### src/rtl/ram_arb_pkg.sv
package ram_arb_pkg;

  // Which master currently holds the shared RAM.
  typedef enum logic [1:0] {
    OWN_IDLE = 2'd0,
    OWN_CPU  = 2'd1,
    OWN_SLV  = 2'd2
  } owner_e;

  // Next holder of the RAM. Every hand-over passes through OWN_IDLE,
  // so at most one grant changes per edge.
  function automatic owner_e next_owner(
    input owner_e cur,
    input logic   cpu_want,
    input logic   slv_want,
    input logic   slv_urgent,
    input logic   slv_force,
    input logic   cpu_force
  );
    owner_e nxt;
    nxt = cur;
    case (cur)
      OWN_IDLE: begin
        if (slv_urgent)    nxt = OWN_SLV;
        else if (cpu_want) nxt = OWN_CPU;
        else if (slv_want) nxt = OWN_SLV;
        else               nxt = OWN_IDLE;
      end
      OWN_CPU: nxt = (!cpu_want || slv_force) ? OWN_IDLE : OWN_CPU;
      OWN_SLV: nxt = (!slv_want || cpu_force) ? OWN_IDLE : OWN_SLV;
      default: nxt = OWN_IDLE;
    endcase
    return nxt;
  endfunction

endpackage

### src/rtl/ram_arb_cfg.sv
module ram_arb_cfg #(
  parameter int                CFG_W   = 16,
  parameter logic [CFG_W-1:0]  RST_VAL = '0
) (
  input  logic             clk,
  input  logic             rst_n,
  input  logic             we,
  input  logic [CFG_W-1:0] wdata,
  output logic [CFG_W-1:0] q
);

  always_ff @(posedge clk or negedge rst_n) begin
    if (!rst_n)  q <= RST_VAL;
    else if (we) q <= wdata;
  end

endmodule

### src/rtl/ram_arb_wait.sv
module ram_arb_wait #(
  parameter int CNT_W = 5
) (
  input  logic             clk,
  input  logic             rst_n,
  input  logic             req,
  input  logic             gnt,
  input  logic [CNT_W-1:0] limit,
  output logic [CNT_W-1:0] count,
  output logic             pending,
  output logic             at_limit
);

  // Saturating wait count: cleared when the side is served or gives up.
  function automatic logic [CNT_W-1:0] wait_next(
    input logic             pend,
    input logic [CNT_W-1:0] cur,
    input logic [CNT_W-1:0] lim
  );
    if (!pend)           return '0;
    else if (cur < lim)  return cur + CNT_W'(1);
    else                 return cur;
  endfunction

  assign pending  = req && !gnt;
  assign at_limit = pending && (count >= limit);

  always_ff @(posedge clk or negedge rst_n) begin
    if (!rst_n) count <= '0;
    else        count <= wait_next(pending, count, limit);
  end

endmodule

### src/rtl/ram_arb_window.sv
module ram_arb_window #(
  parameter int CNT_W = 5
) (
  input  logic             clk,
  input  logic             rst_n,
  input  logic             enter,
  input  logic             hold,
  input  logic [CNT_W-1:0] period,
  output logic [CNT_W-1:0] remain,
  output logic             active
);

  function automatic logic [CNT_W-1:0] remain_next(
    input logic             ent,
    input logic             hld,
    input logic [CNT_W-1:0] cur,
    input logic [CNT_W-1:0] per
  );
    if (ent)                return per;
    else if (!hld)          return '0;
    else if (cur != '0)     return cur - CNT_W'(1);
    else                    return '0;
  endfunction

  assign active = (remain != '0);

  always_ff @(posedge clk or negedge rst_n) begin
    if (!rst_n) remain <= '0;
    else        remain <= remain_next(enter, hold, remain, period);
  end

endmodule

### src/rtl/ram_arb_top.sv
module ram_arb_top #(
  parameter int FLD_W       = 5,
  parameter int RST_SLV_LIM = 16,
  parameter int RST_CPU_LIM = 16,
  parameter int RST_OWN_PER = 8,
  parameter bit RST_SLV_EN  = 1'b1
) (
  input  logic                 clk,
  input  logic                 rst_n,
  input  logic                 cfg_we,
  input  logic [3*FLD_W:0]     cfg_wdata,
  output logic [3*FLD_W:0]     cfg_q,
  input  logic                 cpu_req,
  output logic                 cpu_gnt,
  output logic                 cpu_stall,
  input  logic                 slv_req,
  output logic                 slv_gnt,
  output logic                 slv_stall
);
  import ram_arb_pkg::*;

  localparam int CFG_W  = 3*FLD_W + 1;
  localparam int EN_BIT = 0;
  localparam int OP_LSB = 1;
  localparam int CL_LSB = OP_LSB + FLD_W;
  localparam int SL_LSB = CL_LSB + FLD_W;
  localparam logic [CFG_W-1:0] CFG_RST = {FLD_W'(RST_SLV_LIM), FLD_W'(RST_CPU_LIM),
                                          FLD_W'(RST_OWN_PER), RST_SLV_EN};

  // Field extraction kept in functions so the layout lives in one place.
  function automatic logic [FLD_W-1:0] fld_slv_lim(input logic [CFG_W-1:0] c);
    return c[SL_LSB +: FLD_W];
  endfunction
  function automatic logic [FLD_W-1:0] fld_cpu_lim(input logic [CFG_W-1:0] c);
    return c[CL_LSB +: FLD_W];
  endfunction
  function automatic logic [FLD_W-1:0] fld_own_per(input logic [CFG_W-1:0] c);
    return c[OP_LSB +: FLD_W];
  endfunction

  owner_e           owner_q, owner_d;
  logic [FLD_W-1:0] slv_lim, cpu_lim, own_per;
  logic             slv_en;
  logic [FLD_W-1:0] slv_cnt, cpu_cnt, win_left;
  logic             slv_pend, cpu_pend;
  logic             slv_at_lim, cpu_at_lim;
  logic             win_active;
  logic             slv_want, slv_urgent;
  logic             slv_force, cpu_force;
  logic             cpu_enter, cpu_hold;

  ram_arb_cfg #(.CFG_W(CFG_W), .RST_VAL(CFG_RST)) u_cfg (
    .clk   (clk),
    .rst_n (rst_n),
    .we    (cfg_we),
    .wdata (cfg_wdata),
    .q     (cfg_q)
  );

  assign slv_lim = fld_slv_lim(cfg_q);
  assign cpu_lim = fld_cpu_lim(cfg_q);
  assign own_per = fld_own_per(cfg_q);
  assign slv_en  = cfg_q[EN_BIT];

  // Grant and stall outputs.
  assign cpu_gnt   = (owner_q == OWN_CPU);
  assign slv_gnt   = (owner_q == OWN_SLV) && slv_en;
  assign cpu_stall = cpu_req && !cpu_gnt;
  assign slv_stall = slv_req && !slv_gnt;

  ram_arb_wait #(.CNT_W(FLD_W)) u_slv_wait (
    .clk      (clk),
    .rst_n    (rst_n),
    .req      (slv_req),
    .gnt      (slv_gnt),
    .limit    (slv_lim),
    .count    (slv_cnt),
    .pending  (slv_pend),
    .at_limit (slv_at_lim)
  );

  ram_arb_wait #(.CNT_W(FLD_W)) u_cpu_wait (
    .clk      (clk),
    .rst_n    (rst_n),
    .req      (cpu_req),
    .gnt      (cpu_gnt),
    .limit    (cpu_lim),
    .count    (cpu_cnt),
    .pending  (cpu_pend),
    .at_limit (cpu_at_lim)
  );

  // Named arbitration events, also watched by the checker.
  assign slv_want   = slv_req && slv_en;
  assign slv_urgent = slv_want && slv_at_lim;
  assign slv_force  = (owner_q == OWN_CPU) && !win_active && slv_urgent;
  assign cpu_force  = (owner_q == OWN_SLV) && cpu_at_lim;

  assign owner_d   = next_owner(owner_q, cpu_req, slv_want, slv_urgent, slv_force, cpu_force);
  assign cpu_enter = (owner_d == OWN_CPU) && (owner_q != OWN_CPU);
  assign cpu_hold  = (owner_d == OWN_CPU);

  ram_arb_window #(.CNT_W(FLD_W)) u_window (
    .clk    (clk),
    .rst_n  (rst_n),
    .enter  (cpu_enter),
    .hold   (cpu_hold),
    .period (own_per),
    .remain (win_left),
    .active (win_active)
  );

  always_ff @(posedge clk or negedge rst_n) begin
    if (!rst_n) owner_q <= OWN_IDLE;
    else        owner_q <= owner_d;
  end

endmodule

### config.mk
export PLATFORM = sky130hd
export DESIGN_NAME = ram_arb_top
export DESIGN_NICKNAME = d
export VERILOG_FILES = /design/src/rtl/ram_arb_pkg.sv /design/src/rtl/ram_arb_cfg.sv /design/src/rtl/ram_arb_wait.sv /design/src/rtl/ram_arb_window.sv /design/src/rtl/ram_arb_top.sv
export SDC_FILE = /design/constraint.sdc
export NUM_CORES = 1
export LEC_CHECK = 0
export CAP_MARGIN = 20
export CORE_MARGIN = 5
export CORE_UTILIZATION = 53
export CTS_BUF_LIST = sky130_fd_sc_hd__clkbuf_8 sky130_fd_sc_hd__clkbuf_16
export CTS_CLUSTER_SIZE = 16
export DETAILED_ROUTE_END_ITERATION = 10
export PLACE_DENSITY_LB_ADDON = 0.15
export SKIP_LAST_GASP = 1
export SLEW_MARGIN = 20
export SYNTH_ARGS = -nofsm -noshare
export SYNTH_HDL_FRONTEND = slang
export SYNTH_SLANG_ARGS = --single-unit
### constraint.sdc
create_clock -name clk -period 4.2 [get_ports clk]
set_input_delay 0.84 -clock clk [delete_from_list [all_inputs] [get_ports clk]]
set_output_delay 0.84 -clock clk [all_outputs]
set_load 0.005 [all_outputs]
Yosys cells after proc, flatten, opt, wreduce, memory -nomap -nowiden
Cells that the tools add are included.
Operators by class
  order comparisons: 4
  add/subtract/negate cells: 3
  reductions and logical operators: 20
  mux-type cells: 13
  eq/ne operators: 6
Operators by type and width (number)
  5-bit 2-to-1 mux: 7
  1-bit logical AND: 11
  5-bit by 1-bit adder with 5-bit output, second input constant: 2
  5-bit greater-or-equal comparator: 2
  5-bit less-than comparator: 2
  2-bit 2-to-1 mux: 4
  2-bit one-hot mux with 3 select lines: 1
  1-bit logical NOT: 5
  5-bit nonzero test: 1
  5-bit by 1-bit subtractor with 5-bit output, second input constant: 1
  2-bit by 1-bit == test with 1-bit output, second input constant: 2
  2-bit != test, second input constant: 2
  2-bit == test, second input constant: 1
  2-bit logical NOT: 1
  1-bit logical OR: 2
  2-bit by 1-bit != test with 1-bit output, second input constant: 1
  1-bit 2-to-1 mux: 1
Word-level totals
  register bits after elaboration: 33

Longest topological paths before layout
Gate-level depths: netlist (run 1).
  depth in word-level cells: 13
  depth in mapped cells: 6
  mapped depth without buffers: 6

By module
Synthesis (run 1) repeated with hierarchy kept, for this count alone.
Second synthesis, totals
  cells, all modules: 169
  area, all modules: 1858.0 um2
By module, submodules not included
  ram_arb_wait: area each 399.1 um2, cells an instance 47, times used 2
  ram_arb_cfg: area each 654.4 um2, cells an instance 34, times used 1
  ram_arb_window: area each 274.0 um2, cells an instance 25, times used 1
  ram_arb_top: area each 131.4 um2, cells an instance 16, times used 1

Worst setup path after synthesis (run 1)
No wires, ideal clock.
  path kind: input to output
  from: input slv_req
  to: output slv_stall
  required time: 3360 ps
  arrival time: 1041 ps
  stages on the path: 2
  buffers on the path: 0
  path slack: 2319 ps
  cell sequence: nand2b_1 -> inv_1
Between the ends
  cells in the longest elaborated chain, start to end: 1
RTL lines
  start: declaration: RTL line ram_arb_top.sv:16  | input logic slv_req,
  1-bit logical AND: RTL line ram_arb_top.sv:69  | assign slv_stall = slv_req && !slv_gnt;
  end: declaration: RTL line ram_arb_top.sv:18  | output logic slv_stall
Every way passes these cells.

Worst setup path in the final report (run 1)
Same ends and word-level chain as after synthesis.

==> results of run 1 <==
[cells in the final DEF, fill, tap and decap left out, types with 3 or more instances in the layout]
cell type,Yosys,routed
nor2_1,5,5
clkdlybuf4s50_1,0,40
or4_1,3,3
a21oi_1,12,12
a2bb2oi_1,4,4
mux2_2,8,8
dfrtp_1,29,29
xnor2_1,3,3
o31ai_1,3,3
ha_1,13,13
nand2_1,12,12
clkbuf_8,0,6
dfstp_2,4,4
inv_1,18,19
or3_1,3,3
nand2b_1,3,3
o21ai_0,14,14
nand3_1,10,10
[cell usage after synthesis]
cell type	n
nand3b_1	1
nand3_1	10
nand2b_1	3
or4_1	3
a21oi_2	1
xnor2_1	3
a41o_2	1
a2bb2oi_1	4
nand2b_4	1
nor2b_1	1
and3b_1	1
nand4_1	1
dfrtp_1	29
o21ai_0	14
o21ba_4	1
dfstp_2	4
o221ai_1	1
a31oi_1	1
nand2_1	12
or3_1	3
mux2_2	8
inv_1	18
nor2b_4	1
o21ai_2	1
nor2_1	5
o21bai_1	1
clkbuf_1	2
a21oi_1	12
ha_1	13
or3b_1	1
o221ai_2	1
or2b_1	1
o31ai_1	3
nor3_1	1
nand2_2	1
buf_2	1
o211ai_1	1
and2_1	1
[kinds of logic after synthesis]
logic type | share of synthesized area [%]
flip-flops | 47.98
AND/OR/NAND/NOR | 15.25
multiplexers | 5.203
buffers and inverters | 4.624
adder cells (fa/ha/maj) | 9.393
XOR/XNOR | 1.518
AO/OA/AOI/OAI | 16.04
[how the worst min path moves through the flow]
| stage | slack, ns | end | depth (start not counted) |
|---|---|---|---|
| global placement | 0.51 | u_cfg.q[10] | 2 |
| CTS | 0.54 | u_cfg.q[15] | 2 |
| floorplan | 0.50 | u_cfg.q[10] | 2 |
| global route | 0.58 | u_cfg.q[1] | 1 |
| finish | 0.54 | u_cfg.q[5] | 1 |
| detailed placement | 0.53 | u_cfg.q[5] | 1 |
[per-layer routing]
metal | wire length [um] | global-route usage [%]
met4 | 116 | 11.39
met1 | 1567 | 21.39
met3 | 289 | 5.657
met5 | 0 | 0
met2 | 2122 | 39.88
[report_power, final]
part	switching [mW]	internal, mW	total, mW	leakage, nW
registers	0.0316	0.355	0.387	0.413
clock network	0.112	0.191	0.302	0.0626
logic	0.103	0.123	0.226	0.553
total	0.246	0.669	0.915	1.03
[flip-flops by register name, summed over array words and instances, names as in the netlist]
name / flops
u_cpu_wait.count: 5
u_slv_wait.count: 5
u_cfg.q: 16
u_window.remain: 5
owner_q: 2
[critical path, cell delays in order]
cell and delay [ns]:
clkdlybuf4s50_1 0.50, nand2b_1 0.15, inv_1 0.12, clkdlybuf4s50_1 0.51
[per-stage QoR]
step	utilization (%)	instance area, um^2	cells	worst slack (ns)	hold WS [ns]
2_1_floorplan	-	1732	167	2.319	0.4981
3_3_place_gp	70.32	2182	249	1.257	0.5093
3_5_place_dp	70.32	2182	249	1.237	0.5282
4_1_cts	74.07	2298	257	1.237	0.5428
5_1_grt	74.07	2298	257	1.163	0.5837
6_report	74.07	2298	257	1.248	0.5372
[area by class of cell]
| type | instances | share of cell area [%] |
|---|---|---|
| sequential | 33 | 36.15 |
| multi-input combinational | 113 | 35.71 |
| timing repair buffer | 41 | 17.75 |
| clock buffer | 6 | 3.593 |
| inverter | 18 | 2.940 |
| tap | 44 | 2.395 |
| clock inverter | 2 | 1.470 |
==> summary.md, run 1 <==
| Metric | Value |
|---|---|
| Status | `finished clean` |
| Tot GR Track Use | `21.37%` |
| Flop2flop setup slack | `around 2.2 ns` |
| Beginning of the critical path | `slv_req` |
| Leading area contributor after synthesis | `dfrtp_1` |
| Drt wl/cell | `between 15 and 20 um` |
| CTS root buffer | `clkbuf_8` |
| CP arrival | `between 2 and 2.5 ns` |
| Netlist cell types | `38` |
| Routability-driven placement congestion ratio | `between 0.8 and 0.9` |
| Vias in the first global route | `between 1,500 and 2,000` |
| Period utilization | `a little over two thirds` |
| Inserted Diodes | `0` |
| Layout cells sized above 1 | `around an eighth` |
| Kind of critical path | `in -> out` |
| Via Count | `roughly 1,400` |
| Register Area | `roughly 830 um^2` |
| Fill count | `roughly 260` |
| Initial DRT Pass Iterations | `4` |
| CTS clk-pin slew, worst paths | `around 0.07 ns` |
| Postcts setup bufs | `0` |
| # resized after CTS | `0` |
| CTS tree | `done` |
| Routed Antenna Nets | `0` |
| Max-Cap Viols | `0` |
| Yosys top cell area share | `a little over two fifths` |
| Avg Cell Area, Syn | `between 10 and 15 um^2` |
| Hold Crit Class | `reg -> reg` |
| Seq/Total Area, Yosys | `about 48%` |
| Req. time, crit path | `roughly 3.4 ns` |
| Clk Latency, worst-skew pair | `0.29 ns` |
| Total power | `just over 900 uW` |
| RR Startpoint | `u_cfg.q[10]` |
| IR drop worst, VDD | `around 0.00025 V` |
| DPL Wire Length | `about 3.1 mm` |
| Drt drc | `0` |
| Fin nets | `about 250` |
| Worst Setup EP | `slv_stall` |
| Max_slew headroom | `about 42%` |
| Final wirelength | `around 4.1 mm` |
| Max Freq | `338.7 MHz` |
| Area of the mapped netlist | `1732 um^2` |
| Area of the core | `around 3100 um^2` |
| Clk buf depth | `2` |
| Global route total overflow | `0` |
| Area grow syn2layout | `32.73%` |
| Critical R2R Capture | `u_cpu_wait.count[3]` |
| Yosys Warn Count | `0` |
| Io pins | `between 40 and 50` |
| Top cells by area, synth | `dfrtp_1 (42%), ha_1 (9.4%), dfstp_2 (6.1%), mux2_2 (5.2%), o21ai_0 (4.0%)` |
| Largest net degree at the start of global routing | `34` |
| PwrDens | `between 300 and 400 nW/um^2` |
| Starting Density | `between 50% and 60%` |
| Slew Viols, Final | `0` |
| Total clock sinks | `33` |
| IO Port Bufs | `40` |
| Worst Hold Launch | `u_cfg.q[5]` |
| Final setup skew | `~0.010 ns` |
| Crit start category | `primary input` |
| Tmin final | `slightly below 3 ns` |
| Routed vias/inst | `approximately 5.5` |
| Endpoints failing setup | `0` |
| Initial antenna violation count | `0` |
| Synth Instances | `between 150 and 200` |
| Post-synthesis register bit count | `33` |
| Setup crit end kind | `output port` |
| Multi-input gate area | `between 800 and 900 um^2` |
| First-pass GRT wire length | `7.141 mm` |
| Hold_buf cts | `0` |
| Worst R2R Path Depth | `6` |
| Row Count | `20` |
| Mapped Nets | `approximately 200` |
| RSZ-0062 raised after global routing | `false` |
| Die area | `4510 um^2` |
| Die W | `roughly 67 um` |
| Slew of the pin with the lowest slew margin | `between 0.8 and 0.9 ns` |
| Die Ht | `67.16 um` |
| H-tree Lvls | `2` |
| Lkg Pwr | `1.029 nW` |
| Initial drt markers | `74` |
| CP Max Fanout | `5` |
| Total negative slack | `0 ns` |
| Num CTS Buffers | `5` |
| Hold Violations, Final | `0` |
Note: power is estimated with default switching activity, not from simulation.
==> run 2: changes to the inputs <==
CORE_UTILIZATION = 44   (was 53)
clock period = 2.4 ns   (was 4.2 ns; I/O delays follow)
==> summary.md, run 2 (synthesized netlist as in run 1, its figures left out) <==
| Metric | Value |
|---|---|
| Status | `finished clean` |
| Crit start category | `register` |
| Clk Latency, worst-skew pair | `0.28 ns (about the same)` |
| CTS clk-pin slew, worst paths | `0.06 ns (about the same)` |
| H-tree Lvls | `2 (unchanged)` |
| Endpoints failing setup | `0 (unchanged)` |
| Final core occ | `61.23% (-13 points)` |
| CTS tree | `done` |
| Fin nets | `248 (+0.81%)` |
| Starting Density | `46.26% (-9.5 points)` |
| Area grow syn2layout | `32.37%` |
| Final wirelength | `3.774 mm (-7.8%)` |
| Max Freq | `between 400 and 500 MHz` |
| PwrDens | `645.8 nW/um^2 (+62%)` |
| First-pass GRT wire length | `6.444 mm (-9.8%)` |
| Slew of the pin with the lowest slew margin | `0.4685 ns (-0.3922 ns)` |
| Num CTS Buffers | `5 (unchanged)` |
| Routability-driven placement congestion ratio | `0.8017 (-2.2%)` |
| Global route total overflow | `0 (unchanged)` |
| Routed vias/inst | `5.342 (-3.3%)` |
| Area of the core | `3744 um^2 (+21%)` |
| Cells on Worst Hold Path | `2 (+1)` |
| Tot GR Track Use | `15.76% (-5.6 points)` |
| Hold Crit Class | `reg -> reg` |
| IR drop worst, VDD | `0.0003708 V (+50%)` |
| Register with the most flip-flops | `u_cfg.q` |
| Initial drt markers | `59 (-20%)` |
| Total negative slack | `0 ns (unchanged)` |
| Flop2flop setup slack | `0.42 ns (-1.79 ns)` |
| Layout cells sized above 1 | `13.49% (+0.34 points)` |
| # resized after CTS | `0 (unchanged)` |
| CP Max Fanout | `5 (unchanged)` |
| Req. time, crit path | `1.92 ns (-1.44 ns)` |
| Die area | `5290 um^2 (+17%)` |
| Worst R2R Path Depth | `6 (unchanged)` |
| DPL Wire Length | `2.870 mm (-7.2%)` |
| Largest net degree at the start of global routing | `34 (unchanged)` |
| Drt drc | `0 (unchanged)` |
| Kind of critical path | `reg -> out` |
| IO Port Bufs | `40 (unchanged)` |
| Total power | `1.480 mW (+62%)` |
| CTS root buffer | `clkbuf_8` |
| Critical R2R Capture | `u_cpu_wait.count[3]` |
| CP arrival | `1.76 ns (-0.35 ns)` |
| Most frequent cells in the layout | `clkdlybuf4s50_1 (40), dfrtp_1 (29), inv_1 (20)` |
| Worst Hold Launch | `u_cfg.q[10]` |
| Period utilization | `between 90% and 100%` |
| Slew Viols, Final | `0 (unchanged)` |
| Drt wl/cell | `14.35 um (-9.9%)` |
| Vias in the first global route | `1,423 (-12%)` |
| Setup crit end kind | `output port` |
| Max FFs per register | `16 (unchanged)` |
| Inserted Diodes | `0 (unchanged)` |
| Hold Path Sink | `u_cfg.q[10]` |
| Row Count | `22 (+10%)` |
| Total clock sinks | `33 (unchanged)` |
| Hold_buf cts | `0 (unchanged)` |
| Clk buf depth | `2 (unchanged)` |
| Die Ht | `72.74 um (+8.3%)` |
| Routed Antenna Nets | `0 (unchanged)` |
| Max-Cap Viols | `0 (unchanged)` |
| Die W | `72.74 um (+8.3%)` |
| RSZ-0062 raised after global routing | `false` |
| Io pins | `41 (unchanged)` |
| Commonest non-fill, non-tap cell in the layout | `clkdlybuf4s50_1` |
| Max_slew headroom | `68.67% (+26 points)` |
| Final setup skew | `0.007847 ns (-0.002314 ns)` |
| Tmin final | `2.243 ns` |
| Lkg Pwr | `1.029 nW (about the same)` |
| Postcts setup bufs | `0 (unchanged)` |
| Initial antenna violation count | `0 (unchanged)` |
| Initial DRT Pass Iterations | `4 (unchanged)` |
| Hold Violations, Final | `0 (unchanged)` |
| RR Startpoint | `u_cfg.q[10]` |
| Via Count | `1,405 (-1.1%)` |
-- run 2: cell types whose count changed in the layout (fill, tap and decap cells not counted) --
cell	previous run	this run
buf_4	1	3
bufinv_16	1	0
inv_1	19	20
-- run 2: final cells by class --
| class | count | area (um^2) |
|---|---|---|
| flip-flops and latches | 33 | 830.8 |
| clock buffers | 6 | 82.58 |
| clock inverters | 2 | 7.507 |
| inverters | 18 | 67.56 |
| well taps | 48 | 60.06 |
| fillers | 323 | 1451 |
| repair buffers | 43 | 422.9 |
| multi-input cells | 113 | 820.8 |
-- run 2: stage by stage --
step / cell area [um^2] / cells / hold slack (ns) / setup slack, ns
global route: 2292 / 263 / 0.5554 / 0.04942
finish: 2292 / 263 / 0.5249 / 0.1567
detailed placement: 2202 / 255 / 0.5181 / 0.1725
floorplan: 1732 / 167 / 0.1844 / 0.5565
CTS: 2292 / 263 / 0.5288 / 0.1405
global placement: 2202 / 255 / 0.5045 / 0.1894
-- run 2: per-layer routing --
metal  routed length [um]  vias to the layer above  track usage [%]
met2                 1901                       42            26.05
met4                   24                        0            5.533
met3                  243                        2            5.234
li1                     -                      689                -
met5                    0                        -                0
met1                 1603                      672            19.17
-- run 2: worst max path at each step --
stage	startpoint	to	slack (ns)	depth (start not counted)
2_1_floorplan	u_cfg.q[10]	u_cpu_wait.count[3]	0.56	6
6_report	u_cfg.q[0]	slv_stall	0.16	4
5_1_grt	u_cfg.q[0]	slv_stall	0.05	4
4_1_cts	u_cfg.q[0]	slv_stall	0.14	4
3_3_place_gp	slv_req	slv_stall	0.19	4
3_5_place_dp	slv_req	slv_stall	0.17	4
-- run 2: power breakdown --
part           switching [mW]  internal, mW  leakage (nW)  total (mW)
combinational           0.174         0.217         0.562       0.391
clock                   0.191         0.225        0.0538       0.416
sequential             0.0523         0.621         0.413       0.674
total                   0.417          1.06          1.03        1.48
-- run 2: critical path: stages, from the launching register on --
cell and delay [ns]:
dfstp_2 0.55, and3b_1 0.18, nand2b_1 0.21, inv_1 0.10
clkdlybuf4s50_1 0.45
